<file path="src/rtl/ns_pkg.sv">
package ns_pkg;

    typedef enum logic {
        MODE_ROUND = 1'b0,
        MODE_SHAPE = 1'b1
    } ns_mode_e;

endpackage

</file>
<file path="src/rtl/ns_mode_fsm.sv">
module ns_mode_fsm
    import ns_pkg::*;
(
    input  logic     clk,
    input  logic     rst,
    input  logic     shape_en,
    output ns_mode_e mode_q,
    output logic     shape_active,
    output logic     err_clr
);

    ns_mode_e mode_d;

    // state register
    always_ff @(posedge clk) begin
        if (rst) begin
            mode_q <= MODE_ROUND;
        end else begin
            mode_q <= mode_d;
        end
    end

    // ENTER_SHAPE / LEAVE_SHAPE transitions
    always_comb begin
        mode_d = mode_q;
        unique case (mode_q)
            MODE_ROUND: if (shape_en)  mode_d = MODE_SHAPE;
            MODE_SHAPE: if (!shape_en) mode_d = MODE_ROUND;
            default:                   mode_d = MODE_ROUND;
        endcase
    end

    // outputs
    always_comb begin
        shape_active = 1'b0;
        err_clr      = 1'b0;
        unique case (mode_q)
            MODE_ROUND: begin
                shape_active = 1'b0;
                err_clr      = (mode_d == MODE_ROUND);
            end
            MODE_SHAPE: begin
                shape_active = 1'b1;
                err_clr      = (mode_d == MODE_ROUND);
            end
            default: begin
                shape_active = 1'b0;
                err_clr      = 1'b1;
            end
        endcase
    end

endmodule

</file>
<file path="src/rtl/ns_err_store.sv">
module ns_err_store #(
    parameter int ERR_W = 5
) (
    input  logic                    clk,
    input  logic                    rst,
    input  logic                    clr,
    input  logic                    load,
    input  logic signed [ERR_W-1:0] err_new,
    output logic signed [ERR_W-1:0] err1,
    output logic signed [ERR_W-1:0] err2
);

    always_ff @(posedge clk) begin
        if (rst || clr) begin
            err1 <= '0;
            err2 <= '0;
        end else if (load) begin
            err2 <= err1;
            err1 <= err_new;
        end
    end

endmodule

</file>
<file path="src/rtl/ns_requant.sv">
module ns_requant #(
    parameter int IN_W  = 16,
    parameter int OUT_W = 12
) (
    input  logic [IN_W-1:0]                 sample,
    input  logic                            shape,
    input  logic signed [IN_W-OUT_W:0]      err1,
    input  logic signed [IN_W-OUT_W:0]      err2,
    output logic [OUT_W-1:0]                code,
    output logic signed [IN_W-OUT_W:0]      err_new
);

    localparam int DROP  = IN_W - OUT_W;
    localparam int ERR_W = DROP + 1;
    localparam int SUM_W = IN_W + 2;
    localparam int QW    = SUM_W - DROP;

    localparam logic signed [QW-1:0]    Q_MAX   = QW'((1 << (OUT_W - 1)) - 1);
    localparam logic signed [QW-1:0]    Q_MIN   = QW'(-(1 << (OUT_W - 1)));
    localparam logic signed [SUM_W-1:0] HALF    = SUM_W'(1 << (DROP - 1));
    localparam logic signed [SUM_W-1:0] ERR_LO  = SUM_W'(-((1 << DROP) - 1));

    logic signed [SUM_W-1:0] x_ext, e1_ext, e2_ext;
    logic signed [SUM_W-1:0] shaped, rounded, pick;
    logic signed [QW-1:0]    q_raw, q_sat;
    logic signed [SUM_W-1:0] back, e_raw;

    always_comb begin
        x_ext   = {{(SUM_W-IN_W){sample[IN_W-1]}}, sample};
        e1_ext  = {{(SUM_W-ERR_W){err1[ERR_W-1]}}, err1};
        e2_ext  = {{(SUM_W-ERR_W){err2[ERR_W-1]}}, err2};
        shaped  = x_ext - (e1_ext <<< 1) + e2_ext;
        rounded = x_ext + HALF;
        pick    = shape ? shaped : rounded;
        q_raw   = pick[SUM_W-1:DROP];
    end

    always_comb begin
        if (q_raw > Q_MAX) begin
            q_sat = Q_MAX;
        end else if (q_raw < Q_MIN) begin
            q_sat = Q_MIN;
        end else begin
            q_sat = q_raw;
        end
        code = q_sat[OUT_W-1:0];
    end

    always_comb begin
        back  = {q_sat, {DROP{1'b0}}};
        e_raw = back - shaped;
        if (e_raw > 0) begin
            err_new = '0;
        end else if (e_raw < ERR_LO) begin
            err_new = ERR_LO[ERR_W-1:0];
        end else begin
            err_new = e_raw[ERR_W-1:0];
        end
    end

endmodule

</file>
<file path="src/rtl/ns2_requantizer.sv">
module ns2_requantizer #(
    parameter int IN_W  = 16,
    parameter int OUT_W = 12
) (
    input  logic             clk,
    input  logic             rst,
    input  logic             shape_en,
    input  logic             in_valid,
    input  logic [IN_W-1:0]  in_data,
    output logic             out_valid,
    output logic [OUT_W-1:0] out_code
);

    localparam int DROP  = IN_W - OUT_W;
    localparam int ERR_W = DROP + 1;

    ns_pkg::ns_mode_e        mode_q;
    logic                    shape_active;
    logic                    err_clr;
    logic signed [ERR_W-1:0] err1, err2, err_new;
    logic [OUT_W-1:0]        code_next;

    ns_mode_fsm u_fsm (
        .clk          (clk),
        .rst          (rst),
        .shape_en     (shape_en),
        .mode_q       (mode_q),
        .shape_active (shape_active),
        .err_clr      (err_clr)
    );

    ns_requant #(.IN_W(IN_W), .OUT_W(OUT_W)) u_quant (
        .sample  (in_data),
        .shape   (shape_active),
        .err1    (err1),
        .err2    (err2),
        .code    (code_next),
        .err_new (err_new)
    );

    ns_err_store #(.ERR_W(ERR_W)) u_err (
        .clk     (clk),
        .rst     (rst),
        .clr     (err_clr),
        .load    (in_valid && shape_active),
        .err_new (err_new),
        .err1    (err1),
        .err2    (err2)
    );

    always_ff @(posedge clk) begin
        if (rst) begin
            out_valid <= 1'b0;
            out_code  <= '0;
        end else begin
            out_valid <= in_valid;
            if (in_valid) begin
                out_code <= code_next;
            end
        end
    end

endmodule

</file>
<file path="config.mk">
export PLATFORM = sky130hd
export DESIGN_NAME = ns2_requantizer
export DESIGN_NICKNAME = d
export VERILOG_FILES = /design/src/rtl/ns_pkg.sv /design/src/rtl/ns_mode_fsm.sv /design/src/rtl/ns_err_store.sv /design/src/rtl/ns_requant.sv /design/src/rtl/ns2_requantizer.sv
export SDC_FILE = /design/constraint.sdc
export NUM_CORES = 1
export LEC_CHECK = 0
export ABC_AREA = 0
export BUFFER_PORTS_ARGS = -buffer_cell sky130_fd_sc_hd__buf_4
export CAP_MARGIN = 20
export CORE_MARGIN = 2
export CORE_UTILIZATION = 56
export CTS_CLUSTER_SIZE = 12
export DETAILED_ROUTE_END_ITERATION = 8
export PLACE_DENSITY_LB_ADDON = 0.15
export SYNTH_ARGS = -nofsm -noshare
export SYNTH_HDL_FRONTEND = slang
export SYNTH_SLANG_ARGS = --single-unit
</file>
<file path="constraint.sdc">
create_clock -name clk -period 7.1 [get_ports clk]
set_clock_uncertainty 0.1 [all_clocks]
set_input_delay 1.42 -clock clk [delete_from_list [all_inputs] [get_ports clk]]
set_output_delay 1.42 -clock clk [all_outputs]
set_load 0.01 [all_outputs]
</file>
==> metrics.csv, run 1 <==
stage,metric,value,unit
clock_network,maximum root-to-sink buffer count,2,
timing,slew of the pin with the lowest slew margin,0.869,ns
timing,final hold violations,0,
synth,Post-synth EDFFs,0,
critical_path,critical path class,in2reg,
critical_path,Startpoint Class,input port,
timing,endpoints failing setup,0,
final_layout,multi-input logic area,0.00309,mm^2
critical_path,Crit. End Element,register,
place,routability cong.,0.956,
place,hpwl dp,9.08,mm
route,final WL,11.1,mm
route,Vias,4122,
clock_network,root buffer selected by CTS,clkbuf_8,
grt,initial antenna violation count,0,
clock_network,# H-tree levels,1,
clock_network,Clock transition at path regs,0.09,ns
route,Wirelength per Cell,16.8,um
final_layout,register area,480,um^2
critical_path,worst path required time,7.17,ns
power,Peak VDD IR,232,uV
synth,Simple-Gate Fraction of Synth Area,21.3,%
place,I/O Buffers,32,
synth,xor and xnor fraction of the mapped netlist area,7.09,%
synth,Syn Std Cell Area,0.00381,mm^2
synth,Synth warnings,0,
synth,synthesized area per cell,7.39,um^2
synth,syn_nets,585,
critical_path,Worst Path Max Fanout,12,
timing,final period utilization,96.3,%
timing,Period minus WS final,6.84,ns
timing,pins over their slew limit,0,
synth,Synth cell types,67,
floorplanning,Core Region,0.00668,mm^2
synth,register bit total from synthesis,24,
synth,adder-cell share of the synthesized area,19.0,%
synth,largest family of logic cells by synthesized area,compound AO/OA/AOI/OAI gates,
synth,Most used DFF post-synth,dfxtp_1,
synth,"FFs w/ async S/R, synth",0,%
power,PD cells,268,mW/mm^2
hold_path,Min-Delay Path Class,reg2reg,
floorplanning,# rows,30,
route,drt pass-1 iters,5,
grt,vias in the first global route,3753,
power,Leak,2.15,nW
flow_run,max_cap viols,0,
clock_network,CTS tree,done,
grt,Congestion Overflow GR,0,
final_layout,count of non-filler cells in the finished layout,663,
route,1st-iter DRT viols,383,
floorplanning,DIE AREA,0.00748,mm^2
final_layout,fillers,588,
clock_network,clk_lat worst skew,0.27,ns
grt,GRT Util Overall,30.3,%
critical_path,"Data arrival, critical path",6.91,ns
floorplanning,die height,86.5,um
route,ANT nets after route,0,
synth,Syn Inst Count,516,
route,Via density,6.22,
timing,Max Fclk,0.146,GHz
final_layout,share of layout cells above drive strength 1,19.6,%
floorplanning,Initial Util,57.0,%
final_layout,Synth-to-Final Area Change,20.3,%
synth,"Seq/Total Area, Yosys",12.6,%
floorplanning,chip width,86.5,um
route,# DRC,0,
timing,hold slack final,0.360,ns
grt,first-pass GRT wire length,18.4,mm
grt,largest net degree at the start of global routing,28,
final_layout,Antenna Cells,0,
final_layout,nets@finish,653,
clock_network,TritonCTS buffer count,3,
synth,post-synthesis mux area share,0.821,%
run_status,status,"finished, final reports clean",
place,Inst Count DP,657,
clock_network,clk sink count,24,
floorplanning,IO Pins,33,
synth,Synth Area in Compound Gates,31.3,%
timing,slew margin rel.,42.0,%
-- state kept, by name, summed over array words and instances (netlist names) --
register      flops
u_err.err2        5
u_err.err1        5
out_code         12
out_valid         1
u_fsm.mode_q      1
-- report_power, final --
group	internal [mW]	leakage [nW]	switching [mW]
clock network	0.0754	0.0357	0.0451
logic	0.422	1.91	0.534
registers	0.143	0.197	0.00780
-- critical path, cell delays in order --
cell	delay [ns]
buf_4	0.11
inv_1	0.05
fa_1	0.52
inv_1	0.04
ha_1	0.32
a21o_1	0.19
or3_1	0.30
o21ai_1	0.24
o21ai_1	0.17
xnor2_1	0.25
a21o_1	0.17
nand3_1	0.13
ha_4	0.37
a211oi_1	0.06
inv_1	0.12
nand2_1	0.06
ha_1	0.33
a21o_1	0.21
a21oi_2	0.21
o21ai_0	0.16
o211a_1	0.27
o41ai_1	0.38
buf_4	0.19
nor3_1	0.04
mux2i_1	0.25
a2bb2oi_2	0.11
a22o_1	0.20
-- Yosys cell counts, drive strengths merged, types with 10 or more instances --
cell type   n  area share (%)
clkbuf     18             1.8
a21oi      39             5.2
nand4      10             1.6
xnor2      20             4.6
dfxtp      24              13
fa         15             7.9
nor3       12             1.6
a21o       12             2.4
nand3      15             2.0
inv        58             5.7
a311oi     11             2.5
ha         34              11
a211o      13             3.0
o21ai      22             2.9
nor2       43             4.2
xor2       10             2.5
nand2      48             4.9
-- logic make-up (layout without fill, tap and decap cells) --
kind of cell    after synthesis  in the layout
xor+xnor                     30             30
mux                           3              3
buf+inv                      79            146
flops                        24             24
fa+ha+maj                    49             49
simple gates                166            166
compound gates              165            165
-- metrics by stage --
step / area [um^2] / setup slack (ns) / TNS [ns] / power (mW) / utilization [%]
floorplan: 3810 / 0.0882 / 0 / 0.763 / -
global placement: 4450 / -0.0812 / -0.241 / 1.05 / 66.5
detailed placement: 4450 / -0.193 / -0.630 / 1.07 / 66.5
CTS: 4520 / 0.0780 / 0 / 1.19 / 67.6
global route: 4590 / -0.0476 / -0.147 / 1.33 / 68.6
finish: 4590 / 0.261 / 0 / 1.23 / 68.6
-- layout by cell type, fill, tap and decap left out, types with 4 or more instances in the layout --
master,instances
buf_4,84
inv_1,58
nand2_1,47
nor2_1,43
a21oi_1,33
ha_1,33
dfxtp_1,24
xnor2_1,20
o21ai_0,17
nand3_1,15
fa_1,15
a211o_1,13
a21o_1,12
nor3_1,12
nand4_1,10
a311oi_1,10
o21a_1,9
xor2_1,9
or3_1,7
o211ai_1,7
nand2b_1,6
a21oi_2,6
a211oi_1,6
o21ai_1,5
o2111ai_1,5
a31oi_1,5
nor2b_1,4
and3_1,4
o211a_1,4
o221ai_1,4
a22o_1,4
-- repair_timing --
action | in CTS | in global routing
gates resized for setup | 0 | 12
endpoints found under the setup margin | 0 | 5
buffers inserted | 0 | 2
hold buffers | 0 | 0
-- path summary, 6_finish.rpt --
| path | startpoint | end | slack, ns | cells after the start |
|---|---|---|---|---|
| max | in_data[7] | u_err.err1[2]$_SDFFE_PP0P_ | 0.26 | 27 |
| min | u_err.err2[2]$_SDFFE_PP0P_ | u_err.err2[2]$_SDFFE_PP0P_ | 0.36 | 2 |
| max reg2reg | u_err.err2[4]$_SDFFE_PP0P_ | u_err.err1[2]$_SDFFE_PP0P_ | 0.65 | 26 |
| min reg2reg | u_err.err2[2]$_SDFFE_PP0P_ | u_err.err2[2]$_SDFFE_PP0P_ | 0.36 | 2 |
-- area by class of cell --
type / instances / share of cell area [%]
multi-input combinational: 413 / 67.3
timing repair buffer: 84 / 13.8
sequential: 24 / 10.5
inverter: 58 / 4.75
tap: 80 / 2.18
clock buffer: 3 / 0.900
clock inverter: 1 / 0.655
-- layer usage --
metal,vias to the layer above,share of wire [%],global-route usage (%)
li1,2013,-,-
met1,1944,47,45.0
met2,156,46,48.5
met3,9,6.3,2.00
met4,0,0.90,5.97
met5,-,0,0
Note: power is estimated with default switching activity, not from simulation.
==> inputs of run 2 (changes only) <==
--- a/config.mk
+++ b/config.mk
@@ -5,7 +5,7 @@
 export SDC_FILE = /design/constraint.sdc
 export NUM_CORES = 1
 export LEC_CHECK = 0
-export ABC_AREA = 0
+export ABC_AREA = 1
 export BUFFER_PORTS_ARGS = -buffer_cell sky130_fd_sc_hd__buf_4
 export CAP_MARGIN = 20
 export CORE_MARGIN = 2
==> metrics.csv, run 2 <==
stage,metric,value,unit,change
final_layout,Biggest register,out_code,,unchanged
synth,post-synth top area cell,nand2_1,,was dfxtp_1
power,Internal,0.498,mW,was 0.641 mW
synth,syn_nets,703,,was 585
synth,post-synth top area share,14.0,%,was 12.6%
flow_run,max_cap viols,0,,unchanged
power,Peak VDD IR,151,uV,was 232 uV
timing,slew of the pin with the lowest slew margin,0.751,ns,was 0.869 ns
critical_path,"Data arrival, critical path",6.58,ns,was 6.91 ns
synth,Synth cell types,39,,was 67
synth,synth top area cells,"nand2_1 (14%), dfxtp_1 (13%), ha_1 (11%)",,"was dfxtp_1 (13%), ha_1 (11%), fa_1 (7.9%)"
critical_path,critical path's slowest cell,fa_1,,unchanged
run_status,status,"finished, final reports clean",,unchanged
clock_network,hold_buf cts,0,,unchanged
timing,final hold violations,0,,unchanged
clock_network,clk sink count,24,,unchanged
grt,initial antenna violation count,0,,unchanged
route,Vias,4047,,was 4122
timing,unrepaired setup endpoints after global routing,no,,
final_layout,max reg flops,12,,unchanged
power,switching power total,0.643,mW,was 0.587 mW
final_layout,Synth-to-Final Area Change,9.70,%,was 20.3%
power,sequential share of power,13.3,%,was 12.3%
synth,Syn Inst Count,634,,was 516
synth,leading cell types by count after synthesis,"nand2_1 (142), inv_1 (109), nor2_1 (77)",,"was inv_1 (58), nand2_1 (47), nor2_1 (43)"
floorplanning,Initial Util,57.1,%,was 57.0%
synth,synthesized area per cell,6.02,um^2,was 7.39 um^2
final_layout,most frequent cells in the layout,"nand2_1 (142), inv_1 (109), nor2_1 (77)",,"was buf_4 (84), inv_1 (58), nand2_1 (47)"
synth,Post-synth EDFFs,0,,unchanged
power,PD cells,273,mW/mm^2,was 268 mW/mm^2
clock_network,"Gates resized, CTS repair",0,,unchanged
grt,Congestion Overflow GR,0,,unchanged
place,I/O Buffers,32,,unchanged
timing,Period minus WS final,6.46,ns,was 6.84 ns
grt,GRT Util Overall,29.2,%,was 30.3%
route,Via density,5.44,,was 6.22
clock_network,root buffer selected by CTS,clkbuf_8,,unchanged
power,Clock power frac,8.8,%,was 9.8%
final_layout,"leading cell type in the layout, fill and taps excluded",nand2_1,,was buf_4
final_layout,share of layout cells above drive strength 1,12.0,%,was 19.6%
synth,Syn Std Cell Area,0.00382,mm^2,was 0.00381 mm^2
critical_path,critical path class,in2reg,,unchanged
floorplanning,chip width,86.6,um,was 86.5 um
clock_network,CTS tree,done,,unchanged
critical_path,Startpoint Class,input port,,unchanged
critical_path,Worst Path Max Fanout,7,,was 12
power,logic gate share of total power,77.9,%,about the same
place,hpwl dp,8.84,mm,was 9.08 mm
floorplanning,# rows,30,,unchanged
clock_network,maximum root-to-sink buffer count,2,,unchanged
final_layout,fillers,659,,was 588
clock_network,# H-tree levels,1,,unchanged
clock_network,Clock transition at path regs,0.09,ns,about the same
route,drt pass-1 iters,5,,unchanged
grt,first-pass GRT wire length,17.5,mm,was 18.4 mm
clock_network,Post-CTS Setup Repair Bufs,0,,unchanged
route,final WL,10.4,mm,was 11.1 mm
final_layout,nets@finish,734,,was 653
final_layout,top flop regs,"out_code x12, u_err.err1 x5, u_err.err2 x5",,unchanged
synth,"Seq/Total Area, Yosys",12.6,%,about the same
critical_path,Crit. End Element,register,,unchanged
timing,setup TNS,0,ns,unchanged
route,# DRC,0,,unchanged
timing,endpoints failing setup,0,,unchanged
floorplanning,DIE AREA,0.00749,mm^2,was 0.00748 mm^2
hold_path,Min-Delay Path Class,reg2reg,,unchanged
place,routability cong.,0.998,,was 0.956
final_layout,register area,480,um^2,unchanged
route,Wirelength per Cell,14.0,um,was 16.8 um
final_layout,multi-input logic area,0.00286,mm^2,was 0.00309 mm^2
grt,vias in the first global route,3724,,was 3753
route,1st-iter DRT viols,237,,was 383
floorplanning,Core Region,0.00668,mm^2,unchanged
critical_path,Critical Path Max Stage Delay,0.54,ns,was 0.52 ns
clock_network,TritonCTS buffer count,3,,unchanged
synth,"FFs w/ async S/R, synth",0,%,unchanged
route,ANT nets after route,0,,unchanged
final_layout,Antenna Cells,0,,unchanged
timing,pins over their slew limit,0,,unchanged
synth,Most used DFF post-synth,dfxtp_1,,unchanged
power,Leak,2.27,nW,was 2.15 nW
synth,register bit total from synthesis,24,,unchanged
timing,hold slack final,0.389,ns,was 0.360 ns
floorplanning,IO Pins,33,,unchanged
power,sw frac,56.3,%,was 47.8%
critical_path,worst path required time,7.21,ns,was 7.17 ns
clock_network,clk_lat worst skew,0.27,ns,about the same
synth,Synth warnings,0,,unchanged
synth,most common cell in the synthesized netlist,nand2_1,,was inv_1
timing,final period utilization,91.0,%,was 96.3%
timing,slew margin rel.,49.8,%,was 42.0%
grt,largest net degree at the start of global routing,20,,was 28
floorplanning,die height,86.6,um,was 86.5 um
timing,Max Fclk,0.155,GHz,was 0.146 GHz
power,Final Power,1.14,mW,was 1.23 mW
## run 2: changes by cell type after synthesis, sizes merged, moves of 21 or more
| cell | previous run | this run |
|---|---|---|
| inv | 58 | 118 |
| nand2 | 48 | 163 |
| nand3 | 15 | 36 |
| nor2 | 43 | 83 |
| o21ai | 22 | 45 |
## run 2: power groups by stage
stage	clock [mW]	combinational (mW)	sequential, mW
after global routing	0.105	1.00	0.153
after global placement	0	0.873	0.155
after floorplan	0	0.653	0.156
after detailed placement	0	0.871	0.155
after CTS	0.102	0.878	0.152
final	0.101	0.889	0.152
## run 2: cells by family (layout without fill, tap and decap cells)
kind of cell	after synthesis	count (layout)	share of synthesized area [%]
AOI/OAI and AO/OA	110	110	15.7
xor gates and xnor gates	15	15	3.44
and+or+nand+nor	310	310	36.7
adders and majority gates	49	49	19.0
DFF	24	24	12.6
buffers and inverters	126	156	12.5
## run 2: cell type report
type / count / area share [%]
multi-input combinational: 484 / 68.3
sequential: 24 / 11.5
inverter: 120 / 10.8
timing repair buffer: 32 / 5.74
tap: 80 / 2.39
clock buffer: 4 / 1.31
## run 2: routing by layer
layer / vias up / wire length [um] / global-route usage [%]
met5: - / 0 / 0
met4: 0 / 131 / 4.40
met3: 12 / 554 / 2.76
met2: 125 / 4810 / 50.3
met1: 1831 / 4940 / 40.5
li1: 2079 / - / -
## run 2: worst paths after layout
check,from,end,slack (ns),depth (start not counted)
worst max-delay path,in_data[8],u_err.err1[3]$_SDFFE_PP0P_,0.64,35
worst min-delay path,u_err.err2[1]$_SDFFE_PP0P_,u_err.err2[1]$_SDFFE_PP0P_,0.39,2
worst min register to register,u_err.err2[1]$_SDFFE_PP0P_,u_err.err2[1]$_SDFFE_PP0P_,0.39,2
worst max register to register,u_err.err1[4]$_SDFFE_PP0P_,u_err.err1[3]$_SDFFE_PP0P_,1.08,33
## run 2: per-stage QoR
stage,utilization [%],worst slack [ns],area [um^2],std cells
6_report,62.7,0.638,4190,744
4_1_cts,62.7,0.734,4190,744
5_1_grt,62.7,0.147,4190,744
3_3_place_gp,61.9,0.444,4130,740
3_5_place_dp,61.9,0.445,4130,740
2_1_floorplan,-,1.30,3820,634
## run 2: critical path, delay by kind of cell
kind	cells	cell delay, ns
buffers and inverters	7	0.60
adder cells (fa/ha/maj)	4	1.62
AO/OA/AOI/OAI	8	1.49
AND/OR/NAND/NOR	16	1.42
==> inputs of run 3 (changes only) <==
--- a/config.mk
+++ b/config.mk
@@ -6,11 +6,11 @@
 export NUM_CORES = 1
 export LEC_CHECK = 0
 export ABC_AREA = 1
-export BUFFER_PORTS_ARGS = -buffer_cell sky130_fd_sc_hd__buf_4
+export BUFFER_PORTS_ARGS = -buffer_cell sky130_fd_sc_hd__clkbuf_2
 export CAP_MARGIN = 20
 export CORE_MARGIN = 2
 export CORE_UTILIZATION = 56
-export CTS_CLUSTER_SIZE = 12
+export CTS_CLUSTER_SIZE = 20
 export DETAILED_ROUTE_END_ITERATION = 8
 export PLACE_DENSITY_LB_ADDON = 0.15
 export SYNTH_ARGS = -nofsm -noshare
==> metrics.csv, run 3 (synthesis results as in run 2) <==
stage,metric,value,unit,change
critical_path,Most common cell on crit path,nand2_1,,
hold_path,hold depth,2,,unchanged
critical_path,Crit. End Element,register,,unchanged
floorplanning,chip width,86.6,um,unchanged
route,# DRC,0,,unchanged
final_layout,top flop regs,"out_code x12, u_err.err1 x5, u_err.err2 x5",,unchanged
timing,final hold violations,0,,unchanged
clock_network,root buffer selected by CTS,clkbuf_8,,unchanged
grt,first-pass GRT wire length,17.7,mm,was 17.5 mm
grt,largest net degree at the start of global routing,20,,unchanged
grt,vias in the first global route,3723,,was 3724
place,I/O Buffers,32,,unchanged
timing,Period minus WS final,6.52,ns,was 6.46 ns
final_layout,count of non-filler cells in the finished layout,745,,was 744
route,drt pass-1 iters,5,,unchanged
grt,GRT Util Overall,29.7,%,was 29.2%
power,Final Power,1.13,mW,was 1.14 mW
timing,Max Fclk,0.153,GHz,was 0.155 GHz
critical_path,Critical Path Max Stage Delay,0.54,ns,about the same
clock_network,"Gates resized, CTS repair",0,,unchanged
clock_network,Post-CTS Setup Repair Bufs,0,,unchanged
route,final WL,10.5,mm,was 10.4 mm
timing,final period utilization,91.8,%,was 91.0%
clock_network,maximum root-to-sink buffer count,2,,unchanged
place,routability cong.,0.973,,was 0.998
floorplanning,Initial Util,57.1,%,unchanged
grt,Congestion Overflow GR,0,,unchanged
final_layout,"leading cell type in the layout, fill and taps excluded",nand2_1,,unchanged
clock_network,hold_buf cts,0,,unchanged
route,Vias,4026,,was 4047
critical_path,Startpoint Class,input port,,unchanged
route,Via density,5.40,,was 5.44
critical_path,Worst Path Max Fanout,7,,unchanged
clock_network,# H-tree levels,1,,unchanged
power,Leak,2.25,nW,was 2.27 nW
clock_network,clk sink count,24,,unchanged
clock_network,CTS tree,done,,unchanged
final_layout,Antenna Cells,0,,unchanged
hold_path,Hold Crit Endpoint,u_err.err2[3]$_SDFFE_PP0P_,,was u_err.err2[1]$_SDFFE_PP0P_
place,Inst Count DP,741,,was 740
hold_path,Min-Delay Path Class,reg2reg,,unchanged
final_layout,most frequent cells in the layout,"nand2_1 (142), inv_1 (109), nor2_1 (77)",,unchanged
critical_path,worst path required time,7.22,ns,was 7.21 ns
critical_path,flop2flop setup slack,1.18,ns,was 1.08 ns
place,hpwl dp,8.95,mm,was 8.84 mm
grt,initial antenna violation count,0,,unchanged
route,ANT nets after route,0,,unchanged
final_layout,fillers,683,,was 659
timing,endpoints failing setup,0,,unchanged
clock_network,TritonCTS buffer count,3,,unchanged
critical_path,"Data arrival, critical path",6.64,ns,was 6.58 ns
final_layout,share of layout cells above drive strength 1,12.2,%,was 12.0%
final_layout,max reg flops,12,,unchanged
flow_run,max_cap viols,0,,unchanged
critical_path,critical path class,in2reg,,unchanged
final_layout,nets@finish,735,,was 734
timing,slew of the pin with the lowest slew margin,0.681,ns,was 0.751 ns
clock_network,clk_lat worst skew,0.27,ns,about the same
critical_path,Worst R2R Start,u_err.err2[4]$_SDFFE_PP0P_,,was u_err.err1[4]$_SDFFE_PP0P_
timing,slew margin rel.,54.6,%,was 49.8%
route,Wirelength per Cell,14.1,um,was 14.0 um
power,Peak VDD IR,117,uV,was 151 uV
floorplanning,IO Pins,33,,unchanged
timing,unrepaired setup endpoints after global routing,no,,unchanged
clock_network,Clock transition at path regs,0.09,ns,about the same
run_status,status,"finished, final reports clean",,unchanged
floorplanning,die height,86.6,um,unchanged
route,1st-iter DRT viols,269,,was 237
final_layout,Synth-to-Final Area Change,7.80,%,was 9.70%
hold_path,Hold Path Origin,u_err.err2[3]$_SDFFE_PP0P_,,was u_err.err2[1]$_SDFFE_PP0P_
floorplanning,# rows,30,,unchanged
floorplanning,DIE AREA,0.00749,mm^2,unchanged
critical_path,critical path's slowest cell,fa_1,,unchanged
power,PD cells,275,mW/mm^2,was 273 mW/mm^2
timing,pins over their slew limit,0,,unchanged
floorplanning,Core Region,0.00668,mm^2,unchanged
final_layout,Biggest register,out_code,,unchanged
timing,setup TNS,0,ns,unchanged
critical_path,r2r worst-path depth,33,,unchanged
critical_path,r2r endpoint,u_err.err1[1]$_SDFFE_PP0P_,,was u_err.err1[3]$_SDFFE_PP0P_
critical_path,Worst Setup SP,in_data[8],,unchanged
==> run 3: critical path: cells and delay by family <==
kind,cells,cell delay (ns)
adder cells (fa/ha/maj),4,1.62
AND/OR/NAND/NOR,18,1.52
buffers and inverters,5,0.50
AO/OA/AOI/OAI,7,1.56
==> run 3: how the worst max path moves through the flow <==
stage	to	cells after the start	slack, ns
CTS	u_err.err1[1]$_SDFFE_PP0P_	34	0.66
floorplan	u_err.err1[1]$_SDFFE_PP0P_	33	1.30
global route	u_err.err1[1]$_SDFFE_PP0P_	34	0.12
detailed placement	u_err.err1[1]$_SDFFE_PP0P_	34	0.40
global placement	u_err.err1[2]$_SDFFE_PP0P_	34	0.31
finish	u_err.err1[1]$_SDFFE_PP0P_	34	0.58
==> run 3: per-stage QoR <==
stage / utilization, % / cell area, um^2 / setup WS, ns / hold WS, ns
4_1_cts: 61.6 / 4120 / 0.657 / 0.378
2_1_floorplan: - / 3820 / 1.30 / 0.347
3_3_place_gp: 60.8 / 4060 / 0.313 / 0.355
3_5_place_dp: 60.8 / 4060 / 0.398 / 0.365
6_report: 61.6 / 4120 / 0.582 / 0.381
5_1_grt: 61.6 / 4120 / 0.117 / 0.404
==> run 3: cell type report <==
type / instances / area, um^2 / share of cell area (%)
inverter: 120 / 453 / 11.0
sequential: 24 / 480 / 11.7
clock buffer: 4 / 55.1 / 1.34
multi-input combinational: 484 / 2860 / 69.5
tap: 80 / 100 / 2.43
timing repair buffer: 33 / 168 / 4.07
==> run 3: report_power, final <==
group	internal, mW	switching, mW	total (mW)	leakage [nW]
sequential	0.144	0.00711	0.151	0.197
clock	0.0496	0.0460	0.0956	0.0288
combinational	0.298	0.588	0.886	2.02
total	0.491	0.641	1.13	2.25
==> run 3: per-layer routing <==
metal  GRT usage (%)  part of all wire, %  wire length, um
met2            49.0                   45             4780
met5               0                    0                0
met4            8.95                  2.6              269
met3            3.90                  6.5              689
met1            40.5                   45             4780
